### src/rtl/mdio_pkg.sv
package mdio_pkg;
  typedef enum logic [2:0] {
    ST_IDLE,
    ST_HDR,
    ST_TAR,
    ST_RDAT,
    ST_RECOV,
    ST_RELS
  } mdio_st_t;
endpackage

### src/rtl/mdio_clkgen.sv
module mdio_clkgen #(
  parameter int HALF_CLKS = 4
) (
  input  logic clk,
  input  logic rst,
  input  logic run,
  output logic mdc,
  output logic fall_tick
);
  localparam int CW = $clog2(HALF_CLKS + 1);

  logic [CW-1:0] cnt;

  always_ff @(posedge clk) begin
    if (rst || !run) begin
      cnt <= '0;
      mdc <= 1'b0;
    end else if (cnt == CW'(HALF_CLKS - 1)) begin
      cnt <= '0;
      mdc <= ~mdc;
    end else begin
      cnt <= cnt + 1'b1;
    end
  end

  // last system clock of an MDC high phase: the slot ends here
  assign fall_tick = mdc && (cnt == CW'(HALF_CLKS - 1));
endmodule

### src/rtl/mdio_txshift.sv
module mdio_txshift #(
  parameter int W = 64
) (
  input  logic         clk,
  input  logic         rst,
  input  logic         load,
  input  logic         shift,
  input  logic [W-1:0] din,
  output logic         bit_out
);
  logic [W-1:0] sr;

  always_ff @(posedge clk) begin
    if (rst)        sr <= '0;
    else if (load)  sr <= din;
    else if (shift) sr <= {sr[W-2:0], 1'b0};
  end

  assign bit_out = sr[W-1];
endmodule

### src/rtl/mdio_rxshift.sv
module mdio_rxshift #(
  parameter int W = 16
) (
  input  logic         clk,
  input  logic         rst,
  input  logic         clr,
  input  logic         en,
  input  logic         bit_in,
  output logic [W-1:0] word
);
  always_ff @(posedge clk) begin
    if (rst || clr) word <= '0;
    else if (en)    word <= {word[W-2:0], bit_in};
  end
endmodule

### src/rtl/mdio_master.sv
module mdio_master
  import mdio_pkg::*;
#(
  parameter int HALF_CLKS = 4,
  parameter int PRE_LEN   = 32,
  parameter int ADDR_W    = 5,
  parameter int DATA_W    = 16,
  parameter int RECOV_LEN = 32,
  parameter int TRAIL_LEN = 2
) (
  input  logic              clk,
  input  logic              rst,
  input  logic              start,
  input  logic              rd_nwr,
  input  logic [ADDR_W-1:0] phy_addr,
  input  logic [ADDR_W-1:0] reg_addr,
  input  logic [DATA_W-1:0] wdata,
  output logic [DATA_W-1:0] rdata,
  output logic              busy,
  output logic              done,
  output logic              err,
  output logic              mdc,
  output logic              mdio_o,
  output logic              mdio_oe,
  input  logic              mdio_i
);
  // full write frame: preamble, start, opcode, two addresses, turnaround, data
  localparam int FRAME_W = PRE_LEN + 4 + 2 * ADDR_W + 2 + DATA_W;
  // bits a read drives before handing the line over
  localparam int HDR_W   = FRAME_W - 2 - DATA_W;
  localparam int RD_TAIL = DATA_W + TRAIL_LEN;
  localparam int MAX_A   = (FRAME_W > RECOV_LEN) ? FRAME_W : RECOV_LEN;
  localparam int MAX_C   = (MAX_A > RD_TAIL) ? MAX_A : RD_TAIL;
  localparam int CNT_W   = $clog2(MAX_C + 1);

  mdio_st_t           st;
  logic [CNT_W-1:0]   cnt;
  logic               is_rd;
  logic               fall_tick;
  logic               mdi_m, mdi_s;
  logic               tx_load, tx_shift, rx_en;
  logic [FRAME_W-1:0] frame;
  logic [DATA_W-1:0]  rx_word;

  // two-flop capture of the pad input; the bus idles high
  always_ff @(posedge clk) begin
    if (rst) begin
      mdi_m <= 1'b1;
      mdi_s <= 1'b1;
    end else begin
      mdi_m <= mdio_i;
      mdi_s <= mdi_m;
    end
  end

  assign frame = {{PRE_LEN{1'b1}}, 2'b01, (rd_nwr ? 2'b10 : 2'b01),
                  phy_addr, reg_addr, 2'b10, wdata};

  assign tx_load  = (st == ST_IDLE) && start;
  assign tx_shift = (st == ST_HDR) && fall_tick && (cnt != '0);
  assign rx_en    = (st == ST_RDAT) && fall_tick && (cnt >= CNT_W'(TRAIL_LEN));

  mdio_clkgen #(.HALF_CLKS(HALF_CLKS)) u_clk (
    .clk       (clk),
    .rst       (rst),
    .run       (busy),
    .mdc       (mdc),
    .fall_tick (fall_tick)
  );

  mdio_txshift #(.W(FRAME_W)) u_tx (
    .clk     (clk),
    .rst     (rst),
    .load    (tx_load),
    .shift   (tx_shift),
    .din     (frame),
    .bit_out (mdio_o)
  );

  mdio_rxshift #(.W(DATA_W)) u_rx (
    .clk    (clk),
    .rst    (rst),
    .clr    (tx_load),
    .en     (rx_en),
    .bit_in (mdi_s),
    .word   (rx_word)
  );

  always_ff @(posedge clk) begin
    if (rst) begin
      st      <= ST_IDLE;
      cnt     <= '0;
      is_rd   <= 1'b0;
      busy    <= 1'b0;
      done    <= 1'b0;
      err     <= 1'b0;
      rdata   <= '0;
      mdio_oe <= 1'b0;
    end else begin
      done <= 1'b0;
      unique case (st)
        ST_IDLE: begin
          if (start) begin
            is_rd   <= rd_nwr;
            busy    <= 1'b1;
            mdio_oe <= 1'b1;
            cnt     <= rd_nwr ? CNT_W'(HDR_W - 1) : CNT_W'(FRAME_W - 1);
            st      <= ST_HDR;
          end
        end
        ST_HDR: begin
          if (fall_tick) begin
            if (cnt == '0) begin
              mdio_oe <= 1'b0;
              st      <= is_rd ? ST_TAR : ST_RELS;
            end else begin
              cnt <= cnt - 1'b1;
            end
          end
        end
        ST_TAR: begin
          if (fall_tick) begin
            if (!mdi_s) begin
              cnt <= CNT_W'(RD_TAIL - 1);
              st  <= ST_RDAT;
            end else begin
              cnt <= CNT_W'(RECOV_LEN - 1);
              st  <= ST_RECOV;
            end
          end
        end
        ST_RDAT: begin
          if (fall_tick) begin
            if (cnt == '0) begin
              rdata <= rx_word;
              err   <= 1'b0;
              busy  <= 1'b0;
              done  <= 1'b1;
              st    <= ST_IDLE;
            end else begin
              cnt <= cnt - 1'b1;
            end
          end
        end
        ST_RECOV: begin
          if (fall_tick) begin
            if (cnt == '0) begin
              rdata <= '1;
              err   <= 1'b1;
              busy  <= 1'b0;
              done  <= 1'b1;
              st    <= ST_IDLE;
            end else begin
              cnt <= cnt - 1'b1;
            end
          end
        end
        ST_RELS: begin
          if (fall_tick) begin
            err  <= 1'b0;
            busy <= 1'b0;
            done <= 1'b1;
            st   <= ST_IDLE;
          end
        end
        default: st <= ST_IDLE;
      endcase
    end
  end
endmodule

### config.mk
export PLATFORM = sky130hd
export DESIGN_NAME = mdio_master
export DESIGN_NICKNAME = d
export VERILOG_FILES = /design/src/rtl/mdio_pkg.sv /design/src/rtl/mdio_clkgen.sv /design/src/rtl/mdio_txshift.sv /design/src/rtl/mdio_rxshift.sv /design/src/rtl/mdio_master.sv
export SDC_FILE = /design/constraint.sdc
export NUM_CORES = 1
export LEC_CHECK = 0
export BUFFER_PORTS_ARGS = -buffer_cell sky130_fd_sc_hd__buf_2
export CAP_MARGIN = 10
export CORE_MARGIN = 3
export CORE_UTILIZATION = 65
export CTS_BUF_LIST = sky130_fd_sc_hd__clkbuf_8
export CTS_CLUSTER_SIZE = 12
export DETAILED_ROUTE_END_ITERATION = 10
export PLACE_DENSITY = 0.94
export SYNTH_ARGS = -nofsm -noshare
export SYNTH_HDL_FRONTEND = slang
export SYNTH_SLANG_ARGS = --single-unit
### constraint.sdc
create_clock -name clk -period 4.9 [get_ports clk]
set_clock_uncertainty 0.1 [all_clocks]
set_input_delay 0.245 -clock clk [delete_from_list [all_inputs] [get_ports clk]]
set_output_delay 0.245 -clock clk [all_outputs]
set_load 0.02 [all_outputs]
After elaboration in Yosys (flattened, before gate mapping)
Cells that the tools add are included.

operators by class
  reductions and logical operators = 29
  equal/unequal tests = 19
  bitwise logic cells = 1
  $lt $le $gt $ge = 1
  $add $sub $neg = 2
  muxes and demuxes = 38

operators with widths
  kind                                                   count
  2-to-1 mux 64 bit                                      2
  2-to-1 mux 16 bit                                      4
  one-hot mux 16 bit (2 select lines)                    1
  2-to-1 mux 7 bit                                       4
  2-to-1 mux 3 bit                                       9
  one-hot mux 7 bit (3 select lines)                     1
  inequality test 2 bit, second input constant           8
  one-hot mux 3 bit (5 select lines)                     1
  AND reduction 5 bit                                    3
  inequality test 2 x 1 -> 1 bit, second input constant  5
  equality test 3 x 2 -> 1 bit, second input constant    3
  2-to-1 mux 1 bit                                       9
  nonzero test 3 bit                                     3
  >= comparator 7 x 2 -> 1 bit, second input constant    1
  zero test 7 bit                                        1
  AND reduction 7 bit                                    1
  nonzero test 7 bit                                     1
  subtractor 7 x 1 -> 7 bit, second input constant       1
  equality test 3 bit, second input constant             2
  logical AND 1 bit                                      6
  one-hot mux 1 bit (3 select lines)                     2
  AND reduction 6 bit                                    1
  nonzero test 2 bit                                     3
  OR reduction 2 bit                                     3
  13 further kinds                                       15

storage, ports and cells
  input bits = 31
  register bits = 117
  logic and storage cells = 105
  output and inout bits = 22

Longest topological paths before layout
  depth in word-level cells = 6
  mapped depth = 9
  mapped depth without buffers = 7

Cells and area by module
A second synthesis with hierarchy kept.

unflattened totals
  cell total of the unflattened synthesis = 552
  area total of the unflattened synthesis = 5486.5 um^2

by module, submodules not included
  module        seq. area each (um^2)  instances  cells an instance  area an instance (um^2)
  mdio_txshift  1281.2                 1          284                3006.6
  mdio_master   660.6                  1          201                1737.9
  mdio_rxshift  320.3                  1          53                 581.8
  mdio_clkgen   80.1                   1          14                 160.2

Worst setup path before layout
OpenSTA, ideal clock, no wires.

  path type = reg-to-reg
  start = register cnt[0]
  end = register cnt[2]
  arrival time = 1.893 ns
  slack = 2.790 ns
  path buffers = 1
  clock period less this slack = 2.110 ns
  data required time = 4.683 ns
  setup time = 0.117 ns
  cell stages (with the launch flop) = 9
  path through = dfxtp_1 > inv_1 > ha_1 > nor2b_1 > and2_1 > buf_4 > nor3_1 > o22ai_1 > a32o_2

between the ends
  longest elaborated chain between the ends = 4
  elaborated cells on any way between the ends = 7
  classes of those cells = add/sub (1); eq/ne (1); mux (3); reduce/logical (2)

RTL lines
  item                                RTL line                                                    text
  start: declaration                  mdio_master.sv:37                                           logic [CNT_W-1:0] cnt;
  start signal: assignment            mdio_master.sv:107                                          cnt <= rd_nwr ? CNT_W'(HDR_W - 1) : CNT_W'(FRAME_W - 1);
  start signal: assignment            mdio_master.sv:117                                          cnt <= cnt - 1'b1;
  start signal: assignment            mdio_master.sv:124                                          cnt <= CNT_W'(RD_TAIL - 1);
  subtractor 7 x 1 -> 7 bit           mdio_master.sv:117, mdio_master.sv:141, mdio_master.sv:154
  2-to-1 mux 7 bit                    mdio_master.sv:113, mdio_master.sv:134, mdio_master.sv:147
  2-to-1 mux 7 bit                    mdio_master.sv:112                                          if (fall_tick) begin
  one-hot mux 7 bit (3 select lines)  mdio_master.sv:101                                          unique case (st)

Parallel ways exist; a longest one is shown, timed or not. The select of a mux whose other input is x is not followed.
A chain may end at the register's enable or synchronous reset.

Worst setup path in the final report
  start = register u_clk.cnt[0]
  end = register u_tx.sr[15]

between the ends
  longest elaborated chain between the ends = 5

RTL lines
  item                            RTL line            text
  start: declaration              mdio_clkgen.sv:12   logic [CW-1:0] cnt;
  start signal: assignment        mdio_clkgen.sv:22   cnt <= cnt + 1'b1;
  equality test 3 x 2 -> 1 bit    mdio_clkgen.sv:27   assign fall_tick = mdc && (cnt == CW'(HALF_CLKS - 1));
  logical AND 1 bit               mdio_clkgen.sv:27
  logical AND 1 bit (2 in a row)  mdio_master.sv:60   assign tx_shift = (st == ST_HDR) && fall_tick && (cnt != '0);
  nonzero test 2 bit (no line)    --
  end signal: assignment          mdio_txshift.sv:15  else if (load) sr <= din;
  end signal: assignment          mdio_txshift.sv:16  else if (shift) sr <= {sr[W-2:0], 1'b0};
  end: declaration                mdio_txshift.sv:11  logic [W-1:0] sr;

Every way passes these cells.

==> results.cfg <==
[logic_synthesis]
yosysUniqueCellTypes = 56
syn-num-nets = 599
synthTopCellsByCount = dfxtp_1 (117), nor2_1 (91), nand2_1 (76)
synth_top_area_share_pct = 46.2
postSynthCellCount = 564
yosys-top-cells-area = dfxtp_1 (46%), nor3_1 (7.4%), nor2_1 (6.7%), nand2_1 (5.6%), a311oi_2 (4.7%)
yosys_most_used_dff = dfxtp_1
async_flop_share_pct = 0
yosysSeqAreaShare_pct = 46.2
synth.avg_cell_area_sq_um = 8.98
netlist_area_sq_um = 5070
synth_edf_count = 0
synth_top_area_cell = dfxtp_1
yosysMostFrequentCell = dfxtp_1
ys.warnings.count = 0
ys_ff_latch = 117

[critical_path]
critical_path_class = reg -> reg
critPathTopFamily = simple AND/OR/NAND/NOR gates
cp_num_buf_inv = 0
r2r_slack_ns = 1.91
rr_endpoint = u_tx.sr[15]$_SDFFE_PP0P_
critPathMaxStageDelay_ns = 0.95
path_depth = 7
cp_common_cell = ha_1
arrival_ns = 3.21
cp_data_required_time_ns = 5.12
reg2reg_depth = 7
crit_chain = ha_1 > ha_1 > nand2_4 > nor3_2 > and2_2 > nand2_1 > a311oi_1
critPathCaptureType = flip-flop
crit_start = u_clk.cnt[0]$_SDFF_PP0_
crit_slowest_cell = and2_2
path_max_fanout = 63
r2r_start = u_clk.cnt[0]$_SDFF_PP0_
crit_end = u_tx.sr[15]$_SDFFE_PP0P_
crit_path_start_kind = flip-flop

[clock_network]
clk_pin_slew_ns = 0.07
clock_sinks = 117
cts_made_buffers = 17
cts_tree = built
clock-root-buffer = clkbuf_8
worst_skew_pair.late_latency_ns = 0.44
htreeDepth = 4
clockBufferDepth = 2

[sta]
rsz0062_at_grt = false
fin_crit_sh_pct = 61.0
worst_slew_pin_slew_ns = 1.13
max_freq_ghz = 0.334
slew_headroom_pct = 24.7
slew_violations = 0
layout_min_cycle_time_ns = 2.99
tns_ns = 0
setup_viol = 0
finalHoldViolCount = 0

[place]
gp_congestion = 0.841
placed_cell_area_sq_um = 5190
portBuffers = 52
place_inst = 673
hpwl_mm = 6.37

[die]
die-area_sq_um = 8890
coreArea_sq_um = 7410
die_x_microns = 94.3
start_util_pct = 68.4
die_h_microns = 94.3
row_count = 31
ios = 53

[grt]
grt_pass1_vias = 4003
grt_pass1_wl_mm = 18.4
antenna_found_initial = 0
grt_use_total_pct = 26.2
grt_start_max_net_pins = 80
grt-ovfl-total = 0

[routing]
wl_per_cell_microns = 15.5
top_layer = met4
num_vias = 4274
route.detailed.drc = 0
routed_via_density = 5.99
wl_met3_microns = 598
first_iter_violations = 316
drt-met1-wl_mm = 4.77
ant_nets = 0
firstDrtPassIters = 5
routed-wl-met2_mm = 5.45
drt_wl_total_mm = 11.0

[cells_and_area]
n_fill_cell = 526
fin_cells = 713
syn_to_final_growth_pct = 12.5
drive_gt1_share_pct = 21.0
antennaDiodeCount = 0
final_cell_area_sq_um = 5700
layout.nets = 636

[outcome]
status = complete, no violations

[pwr]
finalPower_uw = 2330
power.leakage_uw = 0.00237
ir_drop_mv = 0.319
powerDensity_nw_per_um2 = 408

[job]
max_cap_violations = 0

[worst_hold_path]
min_path_type = in -> reg
==> stage by stage <==
step	utilization, %	worst slack, ns	hold WS, ns
floorplan	-	2.79	0.249
global placement	70.1	2.22	0.306
detailed placement	70.1	2.05	0.329
CTS	77.0	1.95	0.00172
global route	77.0	1.72	0.0131
finish	77.0	1.91	0.0200
==> repair_timing <==
item                                   4_1_cts  5_1_grt
gates resized for setup                      0        0
hold buffers                                 8        0
setup buffers                                0        0
endpoints found under the hold margin        8        0
setup endpoints to repair                    0        0
==> worst reg2reg max path, stage by stage (launching register included) <==
cell and delay, ns:
dfxtp_1 0.36, ha_1 0.17, ha_1 0.27, nand2_4 0.14, nor3_2 0.30, and2_2 0.95, nand2_1 0.21, a311oi_1 0.38
==> final cells by class <==
cell class | instances | area, sq um | area share [%]
sequential | 117 | 2340 | 41.1
multi-input combinational | 394 | 2410 | 42.3
clock inverter | 15 | 195 | 3.42
clock buffer | 17 | 234 | 4.10
timing repair buffer | 63 | 363 | 6.36
tap | 99 | 124 | 2.17
inverter | 8 | 30.0 | 0.527
==> routing by layer <==
layer  vias up  global-route usage (%)
met2       126                    43.4
met1      2038                    31.9
met3        24                    7.93
met5         -                       0
met4         0                    9.75
li1       2086                       -
==> cell usage in the layout (no fill, tap or decap), types with 8 or more instances in the layout <==
cell	netlist	final
dfxtp_1	117	117
nor2_1	91	91
nand2_1	76	76
nor3_1	75	75
buf_2	14	52
mux2i_1	17	17
a21oi_1	17	17
clkbuf_8	0	17
a311oi_2	16	16
a311oi_1	11	11
o221a_1	9	9
inv_1	8	8
dlygate4sd3_1	0	8
==> worst min path at each step <==
| stage | start | end | slack (ns) | depth (start not counted) |
|---|---|---|---|---|
| after floorplan | mdio_i | mdi_m$_SDFF_PP1_ | 0.25 | 1 |
| after global placement | u_clk.cnt[0]$_SDFF_PP0_ | u_clk.cnt[0]$_SDFF_PP0_ | 0.31 | 1 |
| after detailed placement | mdi_m$_SDFF_PP1_ | mdi_s$_SDFF_PP1_ | 0.33 | 1 |
| after CTS | wdata[14] | u_tx.sr[14]$_SDFFE_PP0P_ | 0.002 | 3 |
| after global routing | wdata[14] | u_tx.sr[14]$_SDFFE_PP0P_ | 0.01 | 3 |
| final | wdata[14] | u_tx.sr[14]$_SDFFE_PP0P_ | 0.02 | 3 |
==> sequential cells by signal, indices dropped and copies added (netlist names), 3 cells and up <==
signal     cells
u_tx.sr       64
rdata         16
st             3
cnt            7
u_clk.cnt      3
u_rx.word     16
==> kinds of logic after synthesis <==
group                    after synthesis  synth area share (%)
AO/OA/AOI/OAI                         91                  17.3
XOR/XNOR                               1                 0.173
adder cells (fa/ha/maj)                4                 0.988
buffers and inverters                 53                  6.27
flip-flops                           117                  46.2
multiplexers                          17                  3.36
AND/OR/NAND/NOR                      281                  25.7
==> power breakdown <==
part / internal [uW] / switching [uW]
sequential: 1020 / 53.1
clock: 517 / 441
combinational: 118 / 175
total: 1660 / 669
Power figures use the tool's default switching activity.
